### config.mk
export PLATFORM = sky130hd
export DESIGN_NAME = mgmt_frame_master
export DESIGN_NICKNAME = d
export VERILOG_FILES = /design/src/rtl/mgmt_pkg.sv /design/src/rtl/mgmt_half_div.sv /design/src/rtl/mgmt_in_sync.sv /design/src/rtl/mgmt_frame_bit.sv /design/src/rtl/mgmt_frame_master.sv
export SDC_FILE = /design/constraint.sdc
export NUM_CORES = 1
export LEC_CHECK = 0
export BUFFER_PORTS_ARGS = -buffer_cell sky130_fd_sc_hd__buf_2
export CAP_MARGIN = 40
export CELL_PAD_IN_SITES_DETAIL_PLACEMENT = 1
export CELL_PAD_IN_SITES_GLOBAL_PLACEMENT = 1
export CORE_MARGIN = 3
export CORE_UTILIZATION = 38
export DETAILED_ROUTE_END_ITERATION = 7
export PLACE_DENSITY_LB_ADDON = 0.08
export SLEW_MARGIN = 20
export SYNTH_ARGS = -nofsm -noshare
export SYNTH_HDL_FRONTEND = slang
export SYNTH_SLANG_ARGS = --single-unit
### constraint.sdc
create_clock -name clk -period 2.6 [get_ports clk]
set_input_delay 0.26 -clock clk [delete_from_list [all_inputs] [get_ports clk]]
set_output_delay 0.26 -clock clk [all_outputs]
set_load 0.02 [all_outputs]
### src/rtl/mgmt_pkg.sv
package mgmt_pkg;
  localparam int PRE_LEN  = 32;
  localparam int OP_LEN   = 4;
  localparam int PHY_W    = 5;
  localparam int REG_W    = 5;
  localparam int DATA_W   = 16;
  localparam int HDR_END  = PRE_LEN + OP_LEN + PHY_W + REG_W;   // first turnaround slot
  localparam int WR_LAST  = HDR_END + 2 + DATA_W;              // final idle slot of a write
  localparam int RD_LAST  = HDR_END + 1 + DATA_W;              // final idle slot of a read
  localparam int RD_SAMP0 = HDR_END + 2;                       // slot holding first read sample
  localparam int SLOT_W   = $clog2(WR_LAST + 1);
  localparam logic [OP_LEN-1:0] OP_READ  = 4'b0110;
  localparam logic [OP_LEN-1:0] OP_WRITE = 4'b0101;
endpackage

### src/rtl/mgmt_half_div.sv
module mgmt_half_div #(
  parameter int HALF = 20,
  localparam int CW = $clog2(HALF + 1)
) (
  input  logic          clk,
  input  logic          rst,
  input  logic          run,
  output logic [CW-1:0] cnt,
  output logic          half_end
);
  assign half_end = run && (cnt == CW'(HALF - 1));

  always_ff @(posedge clk) begin
    if (rst || !run || half_end) cnt <= '0;
    else                         cnt <= cnt + 1'b1;
  end
endmodule

### src/rtl/mgmt_in_sync.sv
module mgmt_in_sync #(
  parameter int STAGES = 2
) (
  input  logic clk,
  input  logic rst,
  input  logic d,
  output logic q
);
  logic [STAGES-1:0] chain;

  generate
    for (genvar i = 0; i < STAGES; i++) begin : g_st
      always_ff @(posedge clk) begin
        if (rst) chain[i] <= 1'b1;
        else if (i == 0) chain[i] <= d;
        else chain[i] <= chain[(i == 0) ? 0 : i - 1];
      end
    end
  endgenerate

  assign q = chain[STAGES-1];
endmodule

### src/rtl/mgmt_frame_bit.sv
module mgmt_frame_bit
  import mgmt_pkg::*;
(
  input  logic [SLOT_W-1:0] slot,
  input  logic              is_rd,
  input  logic [PHY_W-1:0]  phy,
  input  logic [REG_W-1:0]  rg,
  input  logic [DATA_W-1:0] wdata,
  output logic              drv,
  output logic              val
);
  logic [OP_LEN-1:0] op_v;
  int s;

  always_comb begin
    op_v = is_rd ? OP_READ : OP_WRITE;
    s    = int'(slot);
    drv  = 1'b1;
    val  = 1'b1;
    if (s < PRE_LEN) begin
      val = 1'b1;
    end else if (s < PRE_LEN + OP_LEN) begin
      val = 1'(op_v >> (PRE_LEN + OP_LEN - 1 - s));
    end else if (s < PRE_LEN + OP_LEN + PHY_W) begin
      val = 1'(phy >> (PRE_LEN + OP_LEN + PHY_W - 1 - s));
    end else if (s < HDR_END) begin
      val = 1'(rg >> (HDR_END - 1 - s));
    end else if (is_rd) begin
      drv = (s >= RD_LAST);
      val = 1'b1;
    end else if (s == HDR_END) begin
      val = 1'b1;
    end else if (s == HDR_END + 1) begin
      val = 1'b0;
    end else if (s < WR_LAST) begin
      val = 1'(wdata >> (WR_LAST - 1 - s));
    end else begin
      val = 1'b1;
    end
  end
endmodule

### src/rtl/mgmt_frame_master.sv
module mgmt_frame_master
  import mgmt_pkg::*;
#(
  parameter int HALF_DIV    = 20,
  parameter int SYNC_STAGES = 2
) (
  input  logic        clk,
  input  logic        rst,
  input  logic        req,
  input  logic        req_rd,
  input  logic [4:0]  req_phy,
  input  logic [4:0]  req_reg,
  input  logic [15:0] req_wdata,
  output logic        busy,
  output logic        done,
  output logic [15:0] rd_data,
  output logic        mgmt_clk,
  output logic        mgmt_out,
  output logic        mgmt_oe,
  input  logic        mgmt_in
);
  localparam int CW = $clog2(HALF_DIV + 1);

  logic              rd_q;
  logic [PHY_W-1:0]  phy_q;
  logic [REG_W-1:0]  reg_q;
  logic [DATA_W-1:0] wd_q;
  logic [SLOT_W-1:0] slot;
  logic              phase;      // 0 = clock low half, 1 = clock high half
  logic [CW-1:0]     cnt;
  logic              half_end;
  logic              in_s;
  logic              nx_drv, nx_val;
  logic [SLOT_W-1:0] slot_nx;
  logic [SLOT_W-1:0] last_slot;
  logic              sample_now;

  mgmt_half_div #(.HALF(HALF_DIV)) u_div (
    .clk(clk), .rst(rst), .run(busy), .cnt(cnt), .half_end(half_end)
  );

  mgmt_in_sync #(.STAGES(SYNC_STAGES)) u_sync (
    .clk(clk), .rst(rst), .d(mgmt_in), .q(in_s)
  );

  assign slot_nx = slot + 1'b1;

  mgmt_frame_bit u_bit (
    .slot(slot_nx), .is_rd(rd_q), .phy(phy_q), .rg(reg_q), .wdata(wd_q),
    .drv(nx_drv), .val(nx_val)
  );

  assign last_slot  = rd_q ? SLOT_W'(RD_LAST) : SLOT_W'(WR_LAST);
  // sample point sits SYNC_STAGES cycles after the falling edge that closes a data slot
  assign sample_now = busy && rd_q && !phase && (cnt == CW'(SYNC_STAGES)) &&
                      (slot >= SLOT_W'(RD_SAMP0)) && (slot <= SLOT_W'(RD_LAST));

  always_ff @(posedge clk) begin
    if (rst) begin
      busy     <= 1'b0;
      done     <= 1'b0;
      rd_data  <= '0;
      mgmt_clk <= 1'b0;
      mgmt_out <= 1'b1;
      mgmt_oe  <= 1'b1;
      rd_q     <= 1'b0;
      phy_q    <= '0;
      reg_q    <= '0;
      wd_q     <= '0;
      slot     <= '0;
      phase    <= 1'b0;
    end else begin
      done <= 1'b0;
      if (!busy) begin
        if (req) begin
          busy     <= 1'b1;
          rd_q     <= req_rd;
          phy_q    <= req_phy;
          reg_q    <= req_reg;
          wd_q     <= req_wdata;
          slot     <= '0;
          phase    <= 1'b0;
          mgmt_out <= 1'b1;
          mgmt_oe  <= 1'b1;
        end
      end else begin
        if (sample_now) rd_data <= {rd_data[DATA_W-2:0], in_s};
        if (half_end) begin
          if (!phase) begin
            mgmt_clk <= 1'b1;
            phase    <= 1'b1;
          end else begin
            mgmt_clk <= 1'b0;
            phase    <= 1'b0;
            if (slot == last_slot) begin
              busy     <= 1'b0;
              done     <= 1'b1;
              mgmt_out <= 1'b1;
              mgmt_oe  <= 1'b1;
            end else begin
              slot     <= slot_nx;
              mgmt_out <= nx_val;
              mgmt_oe  <= nx_drv;
            end
          end
        end
      end
    end
  end

  AST_IDLE_CLK_LOW: assert property (@(posedge clk) disable iff (rst)
    !busy |-> !mgmt_clk);
  AST_LINE_HELD_HIGH: assert property (@(posedge clk) disable iff (rst)
    (mgmt_clk && $past(mgmt_clk)) |-> ($stable(mgmt_out) && $stable(mgmt_oe)));
  AST_RELEASE_ON_READ: assert property (@(posedge clk) disable iff (rst)
    !mgmt_oe |-> (busy && rd_q));
  AST_PREAMBLE_ONES: assert property (@(posedge clk) disable iff (rst)
    (busy && slot < SLOT_W'(PRE_LEN)) |-> (mgmt_oe && mgmt_out));
  AST_DONE_SINGLE: assert property (@(posedge clk) disable iff (rst)
    done |=> !done);
  AST_BUSY_ENDS_DONE: assert property (@(posedge clk) disable iff (rst)
    $fell(busy) |-> done);
  AST_WRITE_KEEPS_RD: assert property (@(posedge clk) disable iff (rst)
    (busy && !rd_q) |=> $stable(rd_data));
endmodule

==> impl_metrics.ini <==
[sta]
finalMaxSlewViolations = 0
fin_crit_sh_pct = 93.6
fmax_ghz = 0.411
setup_tns_ns = 0
slew_headroom_pct = 58.4
final.setup_skew_ns = 0.00661
setup_slack_ns = 0.167
finalCriticalPeriod_ns = 2.43
worst_pin_slew_ns = 0.624
setup_violations = 0
whs_ns = 0.0963
hold_violations = 0

[synthesis]
synth_flop_cell = dfxtp_1
seq_area_frac_synth_pct = 38.7
yosys_warnings = 0
synth_area_leaders = dfxtp_1, nand2_1, mux2i_1, a21oi_1, ha_1
synth_edf_count = 0
synth_largest_area_cell = dfxtp_1
ys_async_sr_fraction_pct = 0
ys_seq_elements = 63
ys_types = 60
synthCells = 374
synth_top_area_share_pct = 38.7
synth_area_per_cell_sq_um = 8.72
syn_nets = 417
syn_area_sq_um = 3260

[setup_path]
rrSetupSlack_ns = 0.17
cp-endpoint = mgmt_oe
cp.required_ns = 2.83
crit_path_max_fanout = 8
crit_type = register to register
critical_path_arrival_ns = 2.66
start_kind = register
critical_path.slowest_cell = dfxtp_2
r2r_cells = 10
regToRegEndpoint = mgmt_oe
critPathLaunch = slot[0]
r2r_start = slot[0]
crit_path_max_incr_delay_ns = 0.37
path_common_cell = inv_1
crit_chain = inv_1 -> ha_4 -> inv_1 -> ha_1 -> nand2b_1 -> o221ai_2 -> nand4_1 -> nand2_1 -> a41oi_1 -> or2_2
worstSetupEndpointType = register

[global_routing]
antenna_found_initial = 0
grt_max_degree = 34
grtUsageTotal_pct = 18.5
met2_usage_pct = 29.1
use_met3_pct = 4.25
grt_overflow = 0
grt_first_pass_wirelength_microns = 14400
grt_util_met1_pct = 25.3
grt_pass1_vias = 2844
grt_busiest_layer = met2

[cells_and_area]
final_nets = 465
area_growth_pct = 19.0
insertedDiodeCount = 0
most-common-layout-cells = nand2_1, dfxtp_1, buf_2
finalInstanceArea_sq_um = 3880
final_common_cell = nand2_1
fill_cells = 1000
drive_gt1_share_pct = 26.2
seqCellArea_sq_um = 1260
multi_input_area_sq_um = 1880

[clock_tree]
cts-hold-fix-buffers = 0
cts_tree = done
numClockSinks = 63
cts-root-buf = clkbuf_8
clk_latency_ns = 0.34
htree_levels = 3
clockBufferDepth = 2
numCtsBuffers = 9
clk_pin_slew_ns = 0.07

[power]
power.leakage_nw = 1.49
ir_drop_uv = 331
power_density_nw_per_um2 = 546

[routing]
detail-route-antenna-nets = 0
drt_iter0_markers = 121
drt-pass1-iter-count = 4
totalWireLength_microns = 8690
vias = 2797
viasPerCell = 5.26
drc_errors = 0
wire_per_inst_microns = 16.3

[floorplanning]
pin_count = 52
die-area_sq_um = 9730
die_width_microns = 98.6
die_y_microns = 98.6
initial_core_util_pct = 39.5
core-area_sq_um = 8260
rows = 33

[placed_design]
io_buffers = 51
gp_congestion = 0.816
placed_area_sq_um = 3610
hpwl_microns = 6100
post-place-ws_ns = 0.132

[run]
cap_viol_max_count = 0

[worst_hold_path]
min_path_type = input pin to register

[outcome]
outcome = completed
## power breakdown
part | leakage, nW | switching, W | total (W) | internal, W
combinational | 0.861 | 0.0000749 | 0.000129 | 0.0000537
clock | 0.114 | 0.000386 | 0.000978 | 0.000592
sequential | 0.514 | 0.0000181 | 0.00101 | 0.000994
total | 1.49 | 0.000479 | 0.00212 | 0.00164
## worst min path at each step
stage | startpoint | endpoint | cells after the start
finish | mgmt_in | u_sync.chain[0] | 2
global route | mgmt_in | u_sync.chain[0] | 2
CTS | mgmt_in | u_sync.chain[0] | 2
detailed placement | u_sync.chain[0] | u_sync.q | 1
global placement | u_sync.chain[0] | u_sync.q | 1
floorplan | mgmt_in | u_sync.chain[0] | 1
## Yosys cell counts (all sizes together) (8+ instances only)
master and number:
inv 9, nand2 68, a21oi 38, mux2i 22, dfxtp 63, o21ai 9
nor2 32, clkbuf 12, nand3 12, nor3 8, buf 14, ha 12
## worst max-delay path: cells and delay by family (launching register included)
kind | cells | cell delay [ns]
simple gates | 4 | 0.83
compound gates | 2 | 0.35
fa+ha+maj | 2 | 0.57
buf+inv | 2 | 0.20
flops | 1 | 0.37
## sequential cells by signal, indices dropped and copies added, names as in the netlist
name,flops
mgmt_out,1
u_sync.chain,1
slot,7
mgmt_oe,1
reg_q,5
phy_q,5
phase,1
wd_q,16
mgmt_clk,1
u_div.cnt,5
done,1
busy,1
rd_data,16
rd_q,1
u_sync.q,1
## final cells by class
cell class                 instances  share of cell area, %
multi-input combinational        276                   48.5
clock buffer                      13                   4.10
clock inverter                     3                   1.68
timing repair buffer              63                   8.90
sequential                        63                   32.6
inverter                           9                  0.871
tap                              105                   3.39
## kinds of logic (layout without fill, tap and decap cells)
kind of cell | count (synthesis) | count (layout) | share of synthesized area (%)
adder cells (fa/ha/maj) | 12 | 12 | 4.60
multiplexers | 29 | 29 | 10.7
flip-flops | 63 | 63 | 38.7
XOR/XNOR | 8 | 8 | 2.84
AND/OR/NAND/NOR | 156 | 156 | 23.4
AO/OA/AOI/OAI | 71 | 71 | 14.6
buffers and inverters | 35 | 88 | 5.18
## repair_timing
| item | CTS | global route |
|---|---|---|
| gates resized for setup | 0 | 7 |
| setup endpoints to repair | 0 | 2 |
| setup buffers | 0 | 1 |
## metrics by stage
step	power, W	utilization (%)	std cells
final	0.00212	47.0	532
after detailed placement	0.00117	43.8	515
after CTS	0.00216	46.5	531
after global routing	0.00222	47.0	532
after floorplan	0.00111	-	374
after global placement	0.00116	43.8	515
## per-layer routing
layer / vias to the layer above / part of all wire (%)
met3: 13 / 3.1
met1: 1347 / 49
li1: 1389 / -
met5: - / 0
met4: 0 / 1.8
met2: 48 / 46
Power figures use the tool's default switching activity.
